**config.mk**
```make
export PLATFORM = sky130hd
export DESIGN_NAME = ca_rng
export DESIGN_NICKNAME = d
export VERILOG_FILES = /design/src/rtl/ca_rng_pkg.sv /design/src/rtl/ca_next_gen.sv /design/src/rtl/ca_run_ctrl.sv /design/src/rtl/ca_rng.sv
export SDC_FILE = /design/constraint.sdc
export NUM_CORES = 1
export LEC_CHECK = 0
export BUFFER_PORTS_ARGS = -buffer_cell sky130_fd_sc_hd__clkbuf_2
export CORE_MARGIN = 2
export CORE_UTILIZATION = 25
export DETAILED_ROUTE_END_ITERATION = 10
export SLEW_MARGIN = 20
export SYNTH_ARGS = -nofsm -noshare
export SYNTH_HDL_FRONTEND = slang
export SYNTH_SLANG_ARGS = --single-unit
```
**constraint.sdc**
```tcl
create_clock -name clk -period 3.5 [get_ports clk]
set_input_delay 0.7 -clock clk [delete_from_list [all_inputs] [get_ports clk]]
set_output_delay 0.7 -clock clk [all_outputs]
set_load 0.02 [all_outputs]
```
**src/rtl/ca_rng_pkg.sv**
```systemverilog
package ca_rng_pkg;

  typedef enum logic {
    RULE_XOR_OR   = 1'b0,
    RULE_INV_LEFT = 1'b1
  } rule_e;

endpackage

```
**src/rtl/ca_next_gen.sv**
```systemverilog
// Combinational one-generation step of a circular automaton ring.
module ca_next_gen
  import ca_rng_pkg::*;
#(
  parameter int WIDTH = 32
) (
  input  logic [WIDTH-1:0] cur,
  input  rule_e            rule,
  output logic [WIDTH-1:0] nxt
);

  logic inv_left;
  assign inv_left = (rule == RULE_INV_LEFT);

  for (genvar j = 0; j < WIDTH; j++) begin : g_cell
    localparam int LEFT  = (j + WIDTH - 1) % WIDTH;
    localparam int RIGHT = (j + 1) % WIDTH;
    assign nxt[j] = (cur[LEFT] ^ inv_left) ^ (cur[j] | cur[RIGHT]);
  end

endmodule

```
**src/rtl/ca_run_ctrl.sv**
```systemverilog
// Run control: remaining-word counter, stream valid and done pulse.
module ca_run_ctrl #(
  parameter int CNT_W = 32
) (
  input  logic             clk,
  input  logic             rst,
  input  logic             start,
  input  logic [CNT_W-1:0] count,
  input  logic             ready,
  output logic             valid,
  output logic             done,
  output logic             load,
  output logic             step
);

  localparam logic [CNT_W-1:0] ONE  = CNT_W'(1);
  localparam logic [CNT_W-1:0] ZERO = '0;

  logic [CNT_W-1:0] remain_q;
  logic             valid_q;
  logic             done_q;
  logic             accept;
  logic             fire;
  logic             last;

  assign accept = start && !valid_q;
  assign fire   = valid_q && ready;
  assign last   = (remain_q == ONE);
  assign load   = accept && (count != ZERO);
  assign step   = fire && !last;
  assign valid  = valid_q;
  assign done   = done_q;

  always_ff @(posedge clk) begin
    if (rst) begin
      remain_q <= ZERO;
      valid_q  <= 1'b0;
      done_q   <= 1'b0;
    end else begin
      done_q <= 1'b0;
      if (fire) begin
        remain_q <= remain_q - ONE;
        if (last) begin
          valid_q <= 1'b0;
          done_q  <= 1'b1;
        end
      end else if (accept) begin
        remain_q <= count;
        valid_q  <= (count != ZERO);
        done_q   <= (count == ZERO);
      end
    end
  end

endmodule

```
**src/rtl/ca_rng.sv**
```systemverilog
// Top: cellular automaton word generator with valid/ready output.
module ca_rng
  import ca_rng_pkg::*;
#(
  parameter int WIDTH = 32,
  parameter int CNT_W = 32
) (
  input  logic             clk,
  input  logic             rst,
  input  logic             start,
  input  logic [WIDTH-1:0] seed,
  input  logic [CNT_W-1:0] count,
  input  logic             rule_sel,
  output logic [WIDTH-1:0] out_data,
  output logic             out_valid,
  input  logic             out_ready,
  output logic             done
);

  logic             load;
  logic             step;
  logic [WIDTH-1:0] data_q;
  rule_e            rule_q;
  logic [WIDTH-1:0] gen_src;
  rule_e            gen_rule;
  logic [WIDTH-1:0] gen_nxt;

  ca_run_ctrl #(.CNT_W(CNT_W)) u_ctrl (
    .clk   (clk),
    .rst   (rst),
    .start (start),
    .count (count),
    .ready (out_ready),
    .valid (out_valid),
    .done  (done),
    .load  (load),
    .step  (step)
  );

  // A new run steps from the seed with the freshly selected rule;
  // otherwise the current word and the captured rule feed the step.
  assign gen_src  = load ? seed : data_q;
  assign gen_rule = load ? rule_e'(rule_sel) : rule_q;

  ca_next_gen #(.WIDTH(WIDTH)) u_gen (
    .cur  (gen_src),
    .rule (gen_rule),
    .nxt  (gen_nxt)
  );

  always_ff @(posedge clk) begin
    if (rst) begin
      data_q <= '0;
      rule_q <= RULE_XOR_OR;
    end else if (load) begin
      data_q <= gen_nxt;
      rule_q <= rule_e'(rule_sel);
    end else if (step) begin
      data_q <= gen_nxt;
    end
  end

  assign out_data = data_q;

endmodule

```
==> impl_metrics.prom <==
# TYPE chip_impl_metric gauge
chip_impl_info{name="result_of_the_run",value="finished clean"} 1
chip_impl_metric{name="globalplace.congestion",unit=""} 0.7706
chip_impl_metric{name="postCtsResizedCells",unit=""} 0
chip_impl_metric{name="effective_utilization_at_floorplan",unit="%"} 25.59
chip_impl_info{name="synth_top_cells_by_area",value="dfxtp_1, xnor2_1, nor2_1"} 1
chip_impl_metric{name="post_synthesis_register_bit_count",unit=""} 67
chip_impl_metric{name="netlist_instances",unit=""} 628
chip_impl_metric{name="clk-insertion-delay-late",unit="ns"} 0.34
chip_impl_metric{name="detailedRoute.firstPassIterationCount",unit=""} 6
chip_impl_info{name="cts.root.buffer_cell",value="clkbuf_16"} 1
chip_impl_metric{name="route.detailed.vias_per_inst",unit=""} 4.893
chip_impl_metric{name="grt.total_usage",unit="%"} 13.34
chip_impl_metric{name="place.detailed.hpwl",unit="microns"} 9566
chip_impl_metric{name="report.final.slew_viol_count",unit=""} 0
chip_impl_metric{name="vias_in_the_first_global_route",unit=""} 4462
chip_impl_metric{name="cts_setup_buffers",unit=""} 0
chip_impl_metric{name="finalPower",unit="mW"} 3.018
chip_impl_metric{name="setup_tns",unit="ns"} 0
chip_impl_metric{name="grt_start_max_net_pins",unit=""} 67
chip_impl_metric{name="hold-worst-slack",unit="ns"} 0.5019
chip_impl_metric{name="postSynthAreaPerCell",unit="sq um"} 7.981
chip_impl_info{name="hold_path_class",value="reg -> reg"} 1
chip_impl_metric{name="cts_buffer_depth",unit=""} 2
chip_impl_metric{name="num_vias",unit=""} 4776
chip_impl_metric{name="timing.final.crit_share",unit="%"} 74.07
chip_impl_metric{name="max_slew.worst_pin.slew",unit="ns"} 1.045
chip_impl_metric{name="worst_clock_skew",unit="ns"} 0.006958
chip_impl_metric{name="final-hold-violation-count",unit=""} 0
chip_impl_metric{name="cts_buffers",unit=""} 9
chip_impl_metric{name="globalRouteOverflowTotal",unit=""} 0
chip_impl_info{name="postSynth.topFlopCell",value="dfxtp_1"} 1
chip_impl_metric{name="finish.net_count",unit=""} 778
chip_impl_info{name="yosysTopAreaCell",value="dfxtp_1"} 1
chip_impl_info{name="worst_setup_sp_type",value="flip-flop"} 1
chip_impl_metric{name="clkSlewWorstSetupHoldPaths",unit="ns"} 0.06
chip_impl_metric{name="placed_cells",unit=""} 961
chip_impl_metric{name="drt_drc_violations_left",unit=""} 0
chip_impl_metric{name="clock_sink_count",unit=""} 67
chip_impl_metric{name="register_to_register_setup_slack",unit="ns"} 0.91
chip_impl_metric{name="ctsHtreeMaxLevel",unit=""} 3
chip_impl_info{name="hold_end",value="u_ctrl.remain_q[30]"} 1
chip_impl_metric{name="crit_path_max_fanout",unit=""} 32
chip_impl_metric{name="netlist.area_leader.share",unit="%"} 26.76
chip_impl_metric{name="floorplan.io_pins",unit=""} 103
chip_impl_info{name="cts_tree",value="yes"} 1
chip_impl_metric{name="critPathArrivalTime",unit="ns"} 2.86
chip_impl_metric{name="floorplan.die.width",unit="microns"} 145.6
chip_impl_metric{name="cts_hold_repair.buffers",unit=""} 0
chip_impl_metric{name="switchingPower",unit="mW"} 1.036
chip_impl_metric{name="period_minus_slack",unit="ns"} 2.593
chip_impl_metric{name="vdd.ir_drop.worst",unit="V"} 0.0002544
chip_impl_metric{name="clock_power_share",unit="%"} 32.0
chip_impl_metric{name="hold_depth",unit=""} 2
chip_impl_metric{name="achievable-frequency",unit="MHz"} 385.7
chip_impl_info{name="rsz0062_at_grt",value="no"} 1
chip_impl_metric{name="critPathRequiredTime",unit="ns"} 3.77
chip_impl_metric{name="ys_seq_area_share",unit="%"} 26.76
chip_impl_metric{name="r2r_cell_count",unit=""} 6
chip_impl_metric{name="layout-area-overhead-vs-synth",unit="%"} 20.39
chip_impl_info{name="crit-reg2reg-launch",value="u_ctrl.remain_q[9]"} 1
chip_impl_metric{name="port-buffer-count",unit=""} 102
chip_impl_metric{name="grt_antenna_before_repair",unit=""} 0
chip_impl_metric{name="p_int",unit="mW"} 1.982
chip_impl_metric{name="syn_std_cell_area",unit="sq um"} 5012
chip_impl_metric{name="drt_wl_total",unit="microns"} 13970
chip_impl_metric{name="finish.instance_area",unit="sq um"} 6035
chip_impl_metric{name="core-area",unit="sq um"} 19590
chip_impl_metric{name="die-height",unit="microns"} 145.6
chip_impl_metric{name="post_route_cells_drive_above_1_share",unit="%"} 19.83
chip_impl_metric{name="first_pass_grt_wire_length",unit="microns"} 23220
chip_impl_metric{name="power.density",unit="nW/um^2"} 500.0
chip_impl_metric{name="ys_async_sr_fraction",unit="%"} 0
chip_impl_metric{name="ant_nets",unit=""} 0
chip_impl_metric{name="slew-limit-headroom",unit="%"} 30.35
chip_impl_info{name="setup.worst_path.class",value="reg -> reg"} 1
chip_impl_metric{name="switching_share",unit="%"} 34.32
chip_impl_metric{name="layout.cells.non_filler",unit=""} 976
chip_impl_metric{name="synth-edff-count",unit=""} 0
chip_impl_metric{name="n_antenna_cell",unit=""} 0
chip_impl_metric{name="filler_cell_count",unit=""} 2161
chip_impl_metric{name="setup_violations",unit=""} 0
chip_impl_info{name="hold_crit_start",value="u_ctrl.remain_q[30]"} 1
chip_impl_metric{name="netlist-cell-type-count",unit=""} 50
chip_impl_metric{name="number_of_standard_cell_rows_in_the_floorplan",unit=""} 51
chip_impl_info{name="rr_endpoint",value="out_data[14]"} 1
chip_impl_metric{name="pwr-share-seq",unit="%"} 33.3
chip_impl_metric{name="comb_power_share",unit="%"} 34.7
chip_impl_info{name="end_kind",value="flip-flop"} 1
chip_impl_metric{name="dpl_cell_area",unit="sq um"} 5727
chip_impl_metric{name="cap_violations",unit=""} 0
chip_impl_metric{name="drt_first_iter_violations",unit=""} 374
chip_impl_metric{name="floorplan.die_area",unit="sq um"} 21200
chip_impl_metric{name="power_leakage",unit="nW"} 2.309
chip_impl_metric{name="route.detailed.wl_per_inst",unit="microns"} 14.31
chip_impl_info{name="mostFrequentLayoutCell",value="nor2_1"} 1
chip_impl_info{name="final_cell_mix",value="nor2_1, clkbuf_2, xnor2_1, dfxtp_1, nand2_1"} 1
chip_impl_metric{name="syn_nets",unit=""} 699
chip_impl_metric{name="yosys_synthesis_warning_count",unit=""} 0
==> Yosys cell counts (2+ instances only) <==
master	count
nand3_1	8
a32oi_1	2
or4_1	4
a22oi_1	3
a31oi_1	17
a221o_1	32
ha_1	2
and4_1	2
nand2_1	59
mux2i_1	33
or3_1	8
or2_2	6
o21a_1	2
inv_1	4
xor2_1	32
o21ai_0	8
a221oi_1	6
nor4_4	2
a21oi_1	17
nor4_1	15
nand4_1	5
buf_1	4
a2bb2oi_1	2
o311ai_0	5
dfxtp_1	67
buf_12	3
xnor2_1	96
o211ai_1	10
nor2_1	116
clkbuf_1	34
nand2b_1	2
nor3_1	4
==> layout make-up <==
class	instances	area [sq um]	area share, %
Clock buffer	10	229.0	3.794
Sequential cell	67	1343	22.25
Tap cell	265	331.6	5.495
Clock inverter	5	78.83	1.306
Multi-Input combinational cell	514	3447	57.12
Inverter	4	15.01	0.2488
Timing Repair Buffer	111	590.6	9.786
==> routing by layer <==
metal / wire length (microns) / track usage (%) / vias up
li1: - / - / 2386
met1: 6563 / 17.41 / 2246
met2: 6551 / 22.23 / 131
met3: 643 / 2.602 / 13
met4: 207 / 4.167 / 0
met5: 0 / 0 / -
==> worst max-delay path by stage <==
stage,from,endpoint,slack [ns],depth (start not counted)
CTS,u_ctrl.remain_q[9],out_data[31],0.92,6
detailed placement,count[3],out_data[3],0.67,6
global route,u_ctrl.remain_q[9],out_data[11],0.74,6
finish,u_ctrl.remain_q[9],out_data[14],0.91,6
floorplan,u_ctrl.remain_q[9],out_data[0],1.27,8
global placement,count[3],out_data[1],0.73,6
==> power groups by stage <==
stage / clock (mW) / combinational [mW] / sequential (mW)
3_5_place_dp: 0 / 1.05 / 1.02
6_report: 0.967 / 1.05 / 1.00
3_3_place_gp: 0 / 1.04 / 1.02
2_1_floorplan: 0 / 0.751 / 1.06
4_1_cts: 0.993 / 1.05 / 1.00
5_1_grt: 1.03 / 1.15 / 1.02
==> worst max-delay path, stage by stage, from the launching register on <==
cell and delay, ns:
dfxtp_1 0.38, or4_1 0.71, nor4_4 0.46, and4_1 0.33, o21a_2 0.16, buf_12 0.24
mux2i_1 0.21
==> stage by stage <==
| stage | utilization (%) | setup WS (ns) |
|---|---|---|
| floorplan | - | 1.273 |
| global placement | 29.23 | 0.7299 |
| detailed placement | 29.23 | 0.6698 |
| CTS | 30.80 | 0.9236 |
| global route | 30.80 | 0.7440 |
| finish | 30.80 | 0.9074 |
==> cell families after synthesis <==
kind of cell | after synthesis | share of synthesized area (%)
AO/OA/AOI/OAI | 112 | 17.25
XOR/XNOR | 128 | 22.37
AND/OR/NAND/NOR | 238 | 21.64
adder cells (fa/ha/maj) | 2 | 0.4992
flip-flops | 67 | 26.76
multiplexers | 34 | 6.815
buffers and inverters | 47 | 4.668
==> state kept, by name, indices dropped and copies added, names as in the netlist <==
| name | count |
|---|---|
| u_ctrl.done | 1 |
| rule_q | 1 |
| u_ctrl.valid | 1 |
| u_ctrl.remain_q | 32 |
| out_data | 32 |
Power figures use the tool's default switching activity.
